File: src/rtl/busctl_pkg.sv
package busctl_pkg;
  typedef enum logic [1:0] {
    K_READ  = 2'd0,
    K_WRITE = 2'd1,
    K_RMW   = 2'd2
  } busKind_t;

  typedef enum logic [1:0] {
    PH_IDLE    = 2'd0,
    PH_RUN     = 2'd1,
    PH_ERRWAIT = 2'd2
  } phase_t;

  // strobes from the sequencer to the datapath
  typedef struct packed {
    logic loadCmd;
    logic latchRd;
    logic latchErr;
    logic writeNow;
  } ctlStrobe_t;
endpackage

File: src/rtl/busctl_sync.sv
module busctl_sync #(
  parameter int W = 3
) (
  input  logic         clk,
  input  logic         rstN,
  input  logic [W-1:0] din,
  output logic [W-1:0] dout
);
  logic [W-1:0] stage1;

  always_ff @(posedge clk) begin
    if (!rstN) begin
      stage1 <= '0;
      dout   <= '0;
    end else begin
      stage1 <= din;
      dout   <= stage1;
    end
  end
endmodule

File: src/rtl/busctl_ctrl.sv
module busctl_ctrl
  import busctl_pkg::*;
#(
  parameter int SW = 5
) (
  input  logic          clk,
  input  logic          rstN,
  input  logic          cmdValid,
  input  logic [1:0]    cmdKind,
  input  logic          ackS,
  input  logic          berrS,
  input  logic          haltS,
  output ctlStrobe_t    strobe,
  output logic          busy,
  output logic          cycDone,
  output logic          excReq,
  output logic          addrStrobe,
  output logic          dataStrobe,
  output logic          readNotWrite,
  output logic [SW-1:0] stNow,
  output logic          isRmw
);
  localparam logic [SW-1:0] ST_AS_ON     = SW'(2);
  localparam logic [SW-1:0] ST_WAIT_RD   = SW'(4);
  localparam logic [SW-1:0] ST_WR_DS_A   = SW'(4);
  localparam logic [SW-1:0] ST_RD_LATCH  = SW'(6);
  localparam logic [SW-1:0] ST_END_OK    = SW'(7);
  localparam logic [SW-1:0] ST_END_NOACK = SW'(9);
  localparam logic [SW-1:0] ST_END_RMWRD = SW'(11);
  localparam logic [SW-1:0] ST_SPLIT     = SW'(12);
  localparam logic [SW-1:0] ST_WR_DS_B   = SW'(14);
  localparam logic [SW-1:0] ST_WAIT_WR   = SW'(16);
  localparam logic [SW-1:0] ST_END_RMWOK = SW'(19);
  localparam logic [SW-1:0] ST_END_RMWNA = SW'(21);

  phase_t        phase;
  busKind_t      kindR;
  logic [SW-1:0] st;
  logic          abortR;
  logic          ackWithErr;

  logic          rmwWr;
  logic          errEvt;
  logic [SW-1:0] waitSt;
  logic [SW-1:0] endSt;
  logic [SW-1:0] portEnd;
  logic [SW-1:0] dsFirst;

  always_comb begin
    rmwWr  = (kindR == K_RMW) && (st >= ST_SPLIT);
    waitSt = rmwWr ? ST_WAIT_WR : ST_WAIT_RD;
    errEvt = berrS && !haltS;

    if (!abortR) begin
      endSt = (kindR == K_RMW) ? ST_END_RMWOK : ST_END_OK;
    end else if (kindR != K_RMW) begin
      endSt = ackWithErr ? ST_END_OK : ST_END_NOACK;
    end else if (rmwWr) begin
      endSt = ackWithErr ? ST_END_RMWOK : ST_END_RMWNA;
    end else begin
      endSt = ST_END_RMWRD;
    end

    if (!abortR && (kindR == K_RMW) && !rmwWr) portEnd = ST_END_OK;
    else                                       portEnd = endSt;

    readNotWrite = !((phase == PH_RUN) && ((kindR == K_WRITE) || rmwWr));
    dsFirst      = readNotWrite ? ST_AS_ON : (rmwWr ? ST_WR_DS_B : ST_WR_DS_A);
    addrStrobe   = (phase == PH_RUN) && (st >= ST_AS_ON);
    dataStrobe   = (phase == PH_RUN) && (st >= dsFirst) && (st <= portEnd);

    strobe.loadCmd  = (phase == PH_IDLE) && cmdValid;
    strobe.latchRd  = (phase == PH_RUN) && (st == ST_RD_LATCH) && readNotWrite && !abortR;
    strobe.latchErr = (phase == PH_RUN) && abortR && (st == endSt);
    strobe.writeNow = (phase == PH_RUN) && !readNotWrite;

    busy  = (phase != PH_IDLE);
    stNow = st;
    isRmw = (kindR == K_RMW);
  end

  always_ff @(posedge clk) begin
    if (!rstN) begin
      phase      <= PH_IDLE;
      kindR      <= K_READ;
      st         <= '0;
      abortR     <= 1'b0;
      ackWithErr <= 1'b0;
      cycDone    <= 1'b0;
      excReq     <= 1'b0;
    end else begin
      cycDone <= 1'b0;
      excReq  <= 1'b0;
      case (phase)
        PH_IDLE: begin
          if (cmdValid) begin
            phase      <= PH_RUN;
            st         <= '0;
            abortR     <= 1'b0;
            ackWithErr <= 1'b0;
            kindR      <= (cmdKind == 2'd3) ? K_READ : busKind_t'(cmdKind);
          end
        end
        PH_RUN: begin
          if ((st == waitSt) && !abortR) begin
            if (errEvt) begin
              abortR     <= 1'b1;
              ackWithErr <= ackS;
              st         <= st + 1'b1;
            end else if (ackS) begin
              st <= st + 1'b1;
            end
          end else if (st == endSt) begin
            if (abortR) begin
              phase <= PH_ERRWAIT;
            end else begin
              phase   <= PH_IDLE;
              cycDone <= 1'b1;
            end
          end else begin
            st <= st + 1'b1;
          end
        end
        PH_ERRWAIT: begin
          if (!berrS) begin
            excReq <= 1'b1;
            phase  <= PH_IDLE;
          end
        end
        default: phase <= PH_IDLE;
      endcase
    end
  end

  // address strobe is never dropped while the cycle is still running
  p_as_held_r1: assert property (@(posedge clk) disable iff (!rstN)
    (phase == PH_RUN && addrStrobe) |=> (addrStrobe || phase != PH_RUN));

  // an error seen together with halt never starts an abort
  p_halt_mask_r2: assert property (@(posedge clk) disable iff (!rstN)
    (phase == PH_RUN && st == waitSt && !abortR && haltS) |=> !abortR);

  p_plain_end_r3: assert property (@(posedge clk) disable iff (!rstN)
    (strobe.latchErr && kindR != K_RMW) |-> (st == ST_END_OK || st == ST_END_NOACK));

  p_rmw_rd_end_r4: assert property (@(posedge clk) disable iff (!rstN)
    (strobe.latchErr && kindR == K_RMW && !rmwWr) |-> (st == ST_END_RMWRD));

  p_rmw_wr_end_r5: assert property (@(posedge clk) disable iff (!rstN)
    (strobe.latchErr && rmwWr) |-> (st == ST_END_RMWOK || st == ST_END_RMWNA));

  // exception request only follows an error wait with the error removed
  p_exc_after_r7: assert property (@(posedge clk) disable iff (!rstN)
    excReq |-> $past(phase == PH_ERRWAIT && !berrS));
endmodule

File: src/rtl/busctl_dp.sv
module busctl_dp
  import busctl_pkg::*;
#(
  parameter int AW = 24,
  parameter int DW = 16,
  parameter int SW = 5
) (
  input  logic          clk,
  input  logic          rstN,
  input  ctlStrobe_t    strobe,
  input  logic [AW-1:0] cmdAddr,
  input  logic [DW-1:0] cmdWdata,
  input  logic [DW-1:0] busDin,
  input  logic          berrIn,
  input  logic          readNotWrite,
  input  logic [SW-1:0] stNow,
  input  logic          isRmw,
  output logic [AW-1:0] busAddr,
  output logic [DW-1:0] busDout,
  output logic          busDoe,
  output logic [DW-1:0] rdData,
  output logic          errValid,
  output logic [AW-1:0] errAddr,
  output logic          errWrite,
  output logic          errRmw,
  output logic [SW-1:0] errState
);
  logic [AW-1:0] addrR;
  logic [DW-1:0] wdataR;

  always_ff @(posedge clk) begin
    if (!rstN) begin
      addrR    <= '0;
      wdataR   <= '0;
      rdData   <= '0;
      errValid <= 1'b0;
      errAddr  <= '0;
      errWrite <= 1'b0;
      errRmw   <= 1'b0;
      errState <= '0;
    end else begin
      errValid <= 1'b0;
      if (strobe.loadCmd) begin
        addrR  <= cmdAddr;
        wdataR <= cmdWdata;
      end
      if (strobe.latchRd) rdData <= busDin;
      if (strobe.latchErr) begin
        errValid <= 1'b1;
        errAddr  <= addrR;
        errWrite <= !readNotWrite;
        errRmw   <= isRmw;
        errState <= stNow;
      end
    end
  end

  always_comb begin
    busAddr = addrR;
    busDout = wdataR;
    busDoe  = strobe.writeNow && !berrIn;
  end

  // each abort gives exactly one report cycle
  p_err_pulse_r8: assert property (@(posedge clk) disable iff (!rstN)
    errValid |=> !errValid);
endmodule

File: src/rtl/async_bus_master.sv
module async_bus_master
  import busctl_pkg::*;
#(
  parameter int AW = 24,
  parameter int DW = 16,
  parameter int SW = 5
) (
  input  logic          clk,
  input  logic          rstN,
  input  logic          cmdValid,
  input  logic [1:0]    cmdKind,
  input  logic [AW-1:0] cmdAddr,
  input  logic [DW-1:0] cmdWdata,
  output logic          busy,
  output logic          cycDone,
  output logic [DW-1:0] rdData,
  input  logic          ackIn,
  input  logic          berrIn,
  input  logic          haltIn,
  output logic          addrStrobe,
  output logic          dataStrobe,
  output logic          readNotWrite,
  output logic [AW-1:0] busAddr,
  output logic [DW-1:0] busDout,
  input  logic [DW-1:0] busDin,
  output logic          busDoe,
  output logic          errValid,
  output logic [AW-1:0] errAddr,
  output logic          errWrite,
  output logic          errRmw,
  output logic [SW-1:0] errState,
  output logic          excReq
);
  localparam int NSYNC = 3;

  logic [NSYNC-1:0] syncOut;
  ctlStrobe_t       strobe;
  logic [SW-1:0]    stNow;
  logic             isRmw;

  busctl_sync #(.W(NSYNC)) u_sync (
    .clk (clk),
    .rstN(rstN),
    .din ({haltIn, berrIn, ackIn}),
    .dout(syncOut)
  );

  busctl_ctrl #(.SW(SW)) u_ctrl (
    .clk         (clk),
    .rstN        (rstN),
    .cmdValid    (cmdValid),
    .cmdKind     (cmdKind),
    .ackS        (syncOut[0]),
    .berrS       (syncOut[1]),
    .haltS       (syncOut[2]),
    .strobe      (strobe),
    .busy        (busy),
    .cycDone     (cycDone),
    .excReq      (excReq),
    .addrStrobe  (addrStrobe),
    .dataStrobe  (dataStrobe),
    .readNotWrite(readNotWrite),
    .stNow       (stNow),
    .isRmw       (isRmw)
  );

  busctl_dp #(.AW(AW), .DW(DW), .SW(SW)) u_dp (
    .clk         (clk),
    .rstN        (rstN),
    .strobe      (strobe),
    .cmdAddr     (cmdAddr),
    .cmdWdata    (cmdWdata),
    .busDin      (busDin),
    .berrIn      (berrIn),
    .readNotWrite(readNotWrite),
    .stNow       (stNow),
    .isRmw       (isRmw),
    .busAddr     (busAddr),
    .busDout     (busDout),
    .busDoe      (busDoe),
    .rdData      (rdData),
    .errValid    (errValid),
    .errAddr     (errAddr),
    .errWrite    (errWrite),
    .errRmw      (errRmw),
    .errState    (errState)
  );

  // drivers are enabled only while the controller is in a write portion
  p_doe_dir_r10: assert property (@(posedge clk) disable iff (!rstN)
    busDoe |-> !readNotWrite);
endmodule

File: config.mk
export PLATFORM = sky130hd
export DESIGN_NAME = async_bus_master
export DESIGN_NICKNAME = d
export VERILOG_FILES = /design/src/rtl/busctl_pkg.sv /design/src/rtl/busctl_sync.sv /design/src/rtl/busctl_ctrl.sv /design/src/rtl/busctl_dp.sv /design/src/rtl/async_bus_master.sv
export SDC_FILE = /design/constraint.sdc
export NUM_CORES = 1
export LEC_CHECK = 0
export BUFFER_PORTS_ARGS = -buffer_cell sky130_fd_sc_hd__buf_2
export CAP_MARGIN = 10
export CORE_MARGIN = 3
export CORE_UTILIZATION = 53
export DETAILED_ROUTE_END_ITERATION = 7
export GPL_ROUTABILITY_DRIVEN = 1
export GPL_TIMING_DRIVEN = 0
export PLACE_DENSITY_LB_ADDON = 0.1
export SLEW_MARGIN = 30
export SYNTH_ARGS = -nofsm -noshare
export SYNTH_HDL_FRONTEND = slang
export SYNTH_SLANG_ARGS = --single-unit
File: constraint.sdc
create_clock -name clk -period 3.9 [get_ports clk]
set_input_delay 0.39 -clock clk [delete_from_list [all_inputs] [get_ports clk]]
set_output_delay 0.39 -clock clk [all_outputs]
set_load 0.02 [all_outputs]
Word-level counts from Yosys, hierarchy flattened. Cells that the tools add are included.

Eq/ne operators: 17. Reductions and logical operators: 32. Bitwise gates (word level): 3. $lt $le $gt $ge: 4. Add/sub/neg operators: 1. Multiplexer cells: 33.

Operators by type and width (count): $mux W5 (12); $logic_and A1 B1 Y1 (17); $mux W2 (6); $ne A2 B2 Y1 const B (6); $reduce_and A4 Y1 (3); $eq A5 B5 Y1 (2); $pmux W5 S2 (1); $mux W1 (8); $mux W4 (2); $eq A2 B2 Y1 const B (3); $pmux W2 S3 (1); $add A5 B1 Y5 const B (1); $eq A5 B3 Y1 const B (1); $ge A5 B2 Y1 const B (1); $ge A5 B4 Y1 const B (1); $ge A5 B5 Y1 (1); $le A5 B5 Y1 (1); $logic_not A1 Y1 (5); $eq A2 B1 Y1 const B (2); $ne A4 B3 Y1 const B (1); $pmux W1 S2 (2); $reduce_and A2 Y1 (2); $reduce_bool A2 Y1 (2); $reduce_or A4 Y1 (1); 6 further kinds (8).

Logic and storage cells: 107. Input port bits: 64. Register bits after elaboration: 107. Output and inout port bits: 95.

Longest topological paths before layout.
Depth after elaboration: 9. Gate-level depth with buffers: 11. Gate-level depth less buffers: 10.

Cells and area by module. From an unflattened synthesis, not the netlist that was laid out.

Cell total of the unflattened synthesis: 436. Area total of the unflattened synthesis: 4685.7 um^2.

Modules (own cells, without submodules): busctl_dp (cells each 284, area an instance 3417.0 um^2, instances 1); busctl_ctrl (cells each 140, area an instance 1111.1 um^2, instances 1); busctl_sync (cells each 12, area an instance 157.7 um^2, instances 1).

Least setup slack after synthesis. No wires, ideal clock.

Kind: register to output. From: register u_ctrl.st[3] (netlist: u_ctrl.stNow[3]). To: output dataStrobe. Stages on the path, launching flop included: 12. Buffers on the path: 1. Data required time: 3510 ps. Slack: 1285 ps. Arrival time: 2225 ps. Cell sequence: dfxtp_1 buf_6 and2_4 o21ai_4 mux2i_1 a21oi_1 ha_1 a21o_1 a21o_1 a21oi_1 a31oi_1 nor3_1.

Cells in the longest elaborated chain, start to end: 8. Elaborated cells between the ends (all ways): 16. Classes of those cells: 3 x order compare; 6 x mux; 7 x reduce/logical.

RTL lines: start: declaration (RTL line busctl_ctrl.sv:38) `logic [SW-1:0] st;`; start signal: assignment (RTL line busctl_ctrl.sv:109) `st <= st + 1'b1;`; start signal: assignment (RTL line busctl_ctrl.sv:111) `st <= st + 1'b1;`; start signal: assignment (RTL line busctl_ctrl.sv:121) `st <= st + 1'b1;`; $ge A5 B4 Y1 (RTL line busctl_ctrl.sv:50) `rmwWr = (kindR == K_RMW) && (st >= ST_SPLIT);`; $logic_and A1 B1 Y1 (RTL line busctl_ctrl.sv:50); $mux W5 or $logic_or A1 B1 Y1 (tied branches) (RTL line busctl_ctrl.sv:58, busctl_ctrl.sv:67); $mux W5 or $logic_and A1 B1 Y1 (tied branches) (RTL line busctl_ctrl.sv:56, busctl_ctrl.sv:67); $mux W5, on equally long branches (RTL line busctl_ctrl.sv:54, busctl_ctrl.sv:68); $mux W5 or $ge A5 B5 Y1 (tied branches) (RTL line busctl_ctrl.sv:64, busctl_ctrl.sv:70); $le A5 B5 Y1 or $logic_and A1 B1 Y1 (tied branches) (RTL line busctl_ctrl.sv:70) `dataStrobe = (phase == PH_RUN) && (st >= dsFirst) && (st <= portEnd);`; $logic_and A1 B1 Y1 (*) (RTL line busctl_ctrl.sv:70); end: declaration (RTL line async_bus_master.sv:21) `output logic dataStrobe,`.

Mark *: on every way between the ends. The rest lies on a longest branch, timed or not.

Final worst setup path. Same ends and word-level chain as after synthesis.

==> flow_results.org <==
** STA
- Top achievable clock speed :: between 300 and 400 MHz
- In the final timing run, aggregate negative setup slack is 0 ps.
- Shortest period the worst path allows :: between 2000 and 3000 ps
- Setup repair after global routing left no endpoint under its margin.
- Worst rel slew slack :: between 60 and 70%
- On the final layout, the worst clock skew is about 12 ps.
- The total count of hold-check failures in the final report was 0.
- Final worst path period share :: about three quarters
- Pins over their slew limit :: 0
- At the pin with the least slew margin, the transition time is around 500 ps.
- Number of setup violations in the final report :: 0

** Floorplanning
- Site Rows :: 32
- I/O pins :: between 150 and 200
- The die is ~96 µm tall.
- The floorplan step defined a core boundary enclosing ~7800 µm².
- Die Wd :: ~96 µm
- The die covers roughly 9000 µm².
- Once the floorplan was initialized, standard cells occupied between 50% and 60% of the core.

** Synthesis
- Share of synthesized registers carrying an async set or reset :: 0%
- Post-synthesis net count :: between 500 and 600
- Main flop type after synthesis :: sky130_fd_sc_hd__dfxtp_1
- Average cell area after synthesis :: between 8 and 9 µm²
- Synthesis instantiated 44 different standard cells from the library.
- Number of synthesized flops with an enable pin :: 0
- The mapped netlist covers approximately 4300 µm².
- During synthesis, Yosys emitted a total of 0 warnings.
- Count of state elements after synthesis :: between 100 and 150
- Synthesis handed over a netlist of approximately 480 instances.
- For this run, the register share of the synthesized area comes to about half.

** GRT
- Total overflow reported by the global router :: 0
- Largest net degree at the start of global routing :: 20
- Antenna violations before repair :: 0
- Number of global-route vias before repair :: between 3000 and 4000
- Global routing used a little under a quarter of the available tracks.
- The first global-routing pass estimated 16800 µm of wire.

** Worst setup path
- Worst Path Required :: 3510 ps
- Nature of the critical path startpoint :: register
- Category of the critical setup timing path :: register to output pin
- Of all nets on the critical path, the largest fanout is 10.
- Data arrival time of the critical path :: between 2000 and 3000 ps
- The worst setup path is captured at an output pin.

** Clock tree
- Clock latency reported for the late side of the worst-skew pair :: 370 ps
- For this design, the CTS-stage hold fixing added 0 buffers.
- Post-CTS Setup Inserts :: 0
- TritonCTS created 9 clock buffers.
- The clock tree synthesis step divided the H-tree into 3 levels.
- Clock tree from TritonCTS :: done
- Number of resized instances in the post-cts repair step :: 0
- CTS root buffer :: sky130_fd_sc_hd__clkbuf_8
- Clock-pin slew was measured on the worst setup and hold paths at about 100 ps.
- The clock net in this run drives a total of 107 sinks.
- Buffer levels on the longest clock path :: 2

** Routing
- For this block, the routed nets add up to about 11000 µm of wire.
- Summing over every cut layer, the via total after detailed routing is about 3900.
- In the routed layout, each cell is associated on average with a via count of 5.14.
- The first detailed-routing pass ran for 4 iterations.
- Antenna-violating nets left :: 0
- Dividing the detail-routed wire length by the instance count gives between 10 and 15 µm.
- For this block, the initial DRC count from the detailed router was approximately 160.
- Count of unresolved DRC violations after routing :: 0

** Finish
- Growth of design area from synthesis to finish :: 26.0%
- Summed area of non-filler cells in the final layout :: approximately 5400 µm²
- The number of antenna diodes in the final layout is 0.
- Leaving out fill and tap cells, the most frequent cell in the layout is sky130_fd_sc_hd__buf_2.
- The post-route netlist has between 20% and 30% of its cells at a drive strength greater than 1.
- Commonest cells after routing, fill and taps aside :: sky130_fd_sc_hd__buf_2, sky130_fd_sc_hd__dfxtp_1, sky130_fd_sc_hd__nand2_1
- The finished layout holds 753 standard cells, fillers aside.
- Fin nets :: between 700 and 800

** Run
- The tool flagged a number of max-cap violations equal to 0.

** Pwr
- The analysis attributes to cell leakage a power of 2.81 nW.
- Worst-case vdd ir drop :: 0.239 mV
- In this run the power density over the cells is 367 nW/µm².

** Placed design
- The number of placed instances, taps included, is roughly 740.
- Routability Congestion :: approximately 0.85
- Once placement finished, the instance area stood at between 5000 and 6000 µm².
- Once detailed placement completed, the half-perimeter wirelength came to a little under 8000 µm.
- Number of port buffers :: approximately 160

** Run status
- Run status :: finished clean

** Worst hold path
- Class of the most critical hold timing path :: primary input to register
## where the power goes
part	total (mW)	switching, mW	internal [mW]
clock	0.660	0.398	0.262
sequential	1.14	0.0188	1.12
combinational	0.185	0.117	0.0684
## worst max-delay path: stages (launching register included)
cell and delay (ps):
sky130_fd_sc_hd__dfxtp_1 350, sky130_fd_sc_hd__buf_6 140, sky130_fd_sc_hd__and2_4 170, sky130_fd_sc_hd__o21ai_4 180
sky130_fd_sc_hd__mux2i_1 200, sky130_fd_sc_hd__a21oi_1 60, sky130_fd_sc_hd__ha_1 300, sky130_fd_sc_hd__a21o_1 160
sky130_fd_sc_hd__a21o_1 160, sky130_fd_sc_hd__a21oi_1 140, sky130_fd_sc_hd__a31oi_1 60, sky130_fd_sc_hd__nor3_1 120
sky130_fd_sc_hd__buf_2 190
## final timing paths
| check | cells after the start | slack [ps] | endpoint | from |
|---|---|---|---|---|
| max | 12 | 910 | dataStrobe | u_ctrl.stNow[3] |
| min | 2 | 230 | u_sync.stage1[0] | ackIn |
| min reg2reg | 1 | 450 | u_sync.dout[0] | u_sync.stage1[0] |
| max reg2reg | 7 | 1670 | u_ctrl.stNow[0] | u_ctrl.stNow[4] |
## layer usage
metal | wire length [µm] | up-vias | track usage (%) | share of wire (%)
met5 | 0 | - | 0 | 0
met4 | 134 | 0 | 7.58 | 1.3
met3 | 893 | 12 | 7.19 | 8.5
met2 | 5120 | 131 | 39.3 | 48
met1 | 4410 | 1799 | 27.7 | 42
li1 | - | 1929 | - | -
## cell families after synthesis
logic type | after synthesis | synth area share (%)
compound gates | 75 | 9.98
xor+xnor | 1 | 0.204
simple gates | 194 | 20.3
buf+inv | 40 | 4.93
mux | 50 | 11.7
flops | 107 | 50.0
fa+ha+maj | 10 | 2.92
## state kept, by name, indices dropped and copies added, names as in the netlist, 2 cells and up
name / count
u_dp.busAddr: 24
u_ctrl.kindR: 2
u_dp.rdData: 16
u_dp.busDout: 16
u_ctrl.stNow: 5
u_sync.stage1: 3
u_dp.errAddr: 24
u_ctrl.phase: 2
u_sync.dout: 3
u_dp.errState: 5
## per-stage QoR
step | hold slack [ps] | total power, mW | util, % | setup slack [ps]
3_5_place_dp | 423 | 1.35 | 66.7 | 1310
5_1_grt | 223 | 2.07 | 69.2 | 704
3_3_place_gp | 421 | 1.34 | 66.7 | 1320
2_1_floorplan | 412 | 1.27 | - | 1280
6_report | 229 | 1.98 | 69.2 | 911
4_1_cts | 214 | 2.00 | 69.2 | 889
## synth_stat cells, types with 3 or more instances
master | n | area share [%]
sky130_fd_sc_hd__clkbuf_1 | 21 | 1.8
sky130_fd_sc_hd__and2_1 | 7 | 1.0
sky130_fd_sc_hd__nand3b_1 | 4 | 0.70
sky130_fd_sc_hd__ha_1 | 10 | 2.9
sky130_fd_sc_hd__dfxtp_1 | 107 | 50
sky130_fd_sc_hd__a21o_1 | 3 | 0.53
sky130_fd_sc_hd__nor2_1 | 57 | 5.0
sky130_fd_sc_hd__inv_1 | 7 | 0.61
sky130_fd_sc_hd__o21ai_0 | 7 | 0.82
sky130_fd_sc_hd__mux2i_1 | 50 | 12
sky130_fd_sc_hd__buf_6 | 5 | 1.3
sky130_fd_sc_hd__nand3_1 | 9 | 1.1
sky130_fd_sc_hd__nand2b_1 | 5 | 0.73
sky130_fd_sc_hd__nor3_1 | 4 | 0.47
sky130_fd_sc_hd__nand2_1 | 90 | 7.9
sky130_fd_sc_hd__or3_1 | 3 | 0.44
sky130_fd_sc_hd__a21oi_1 | 53 | 6.2
sky130_fd_sc_hd__buf_1 | 3 | 0.26
## layout make-up
type | instances | area (µm²)
plain buffers | 32 | 181
clock inverters | 6 | 58.8
flip-flops and latches | 107 | 2140
well taps | 102 | 128
inverters | 8 | 30.0
fillers | 672 | 2400
multi-input cells | 330 | 1930
repair buffers | 158 | 791
clock buffers | 10 | 138
Note: power is estimated with default switching activity, not from simulation.
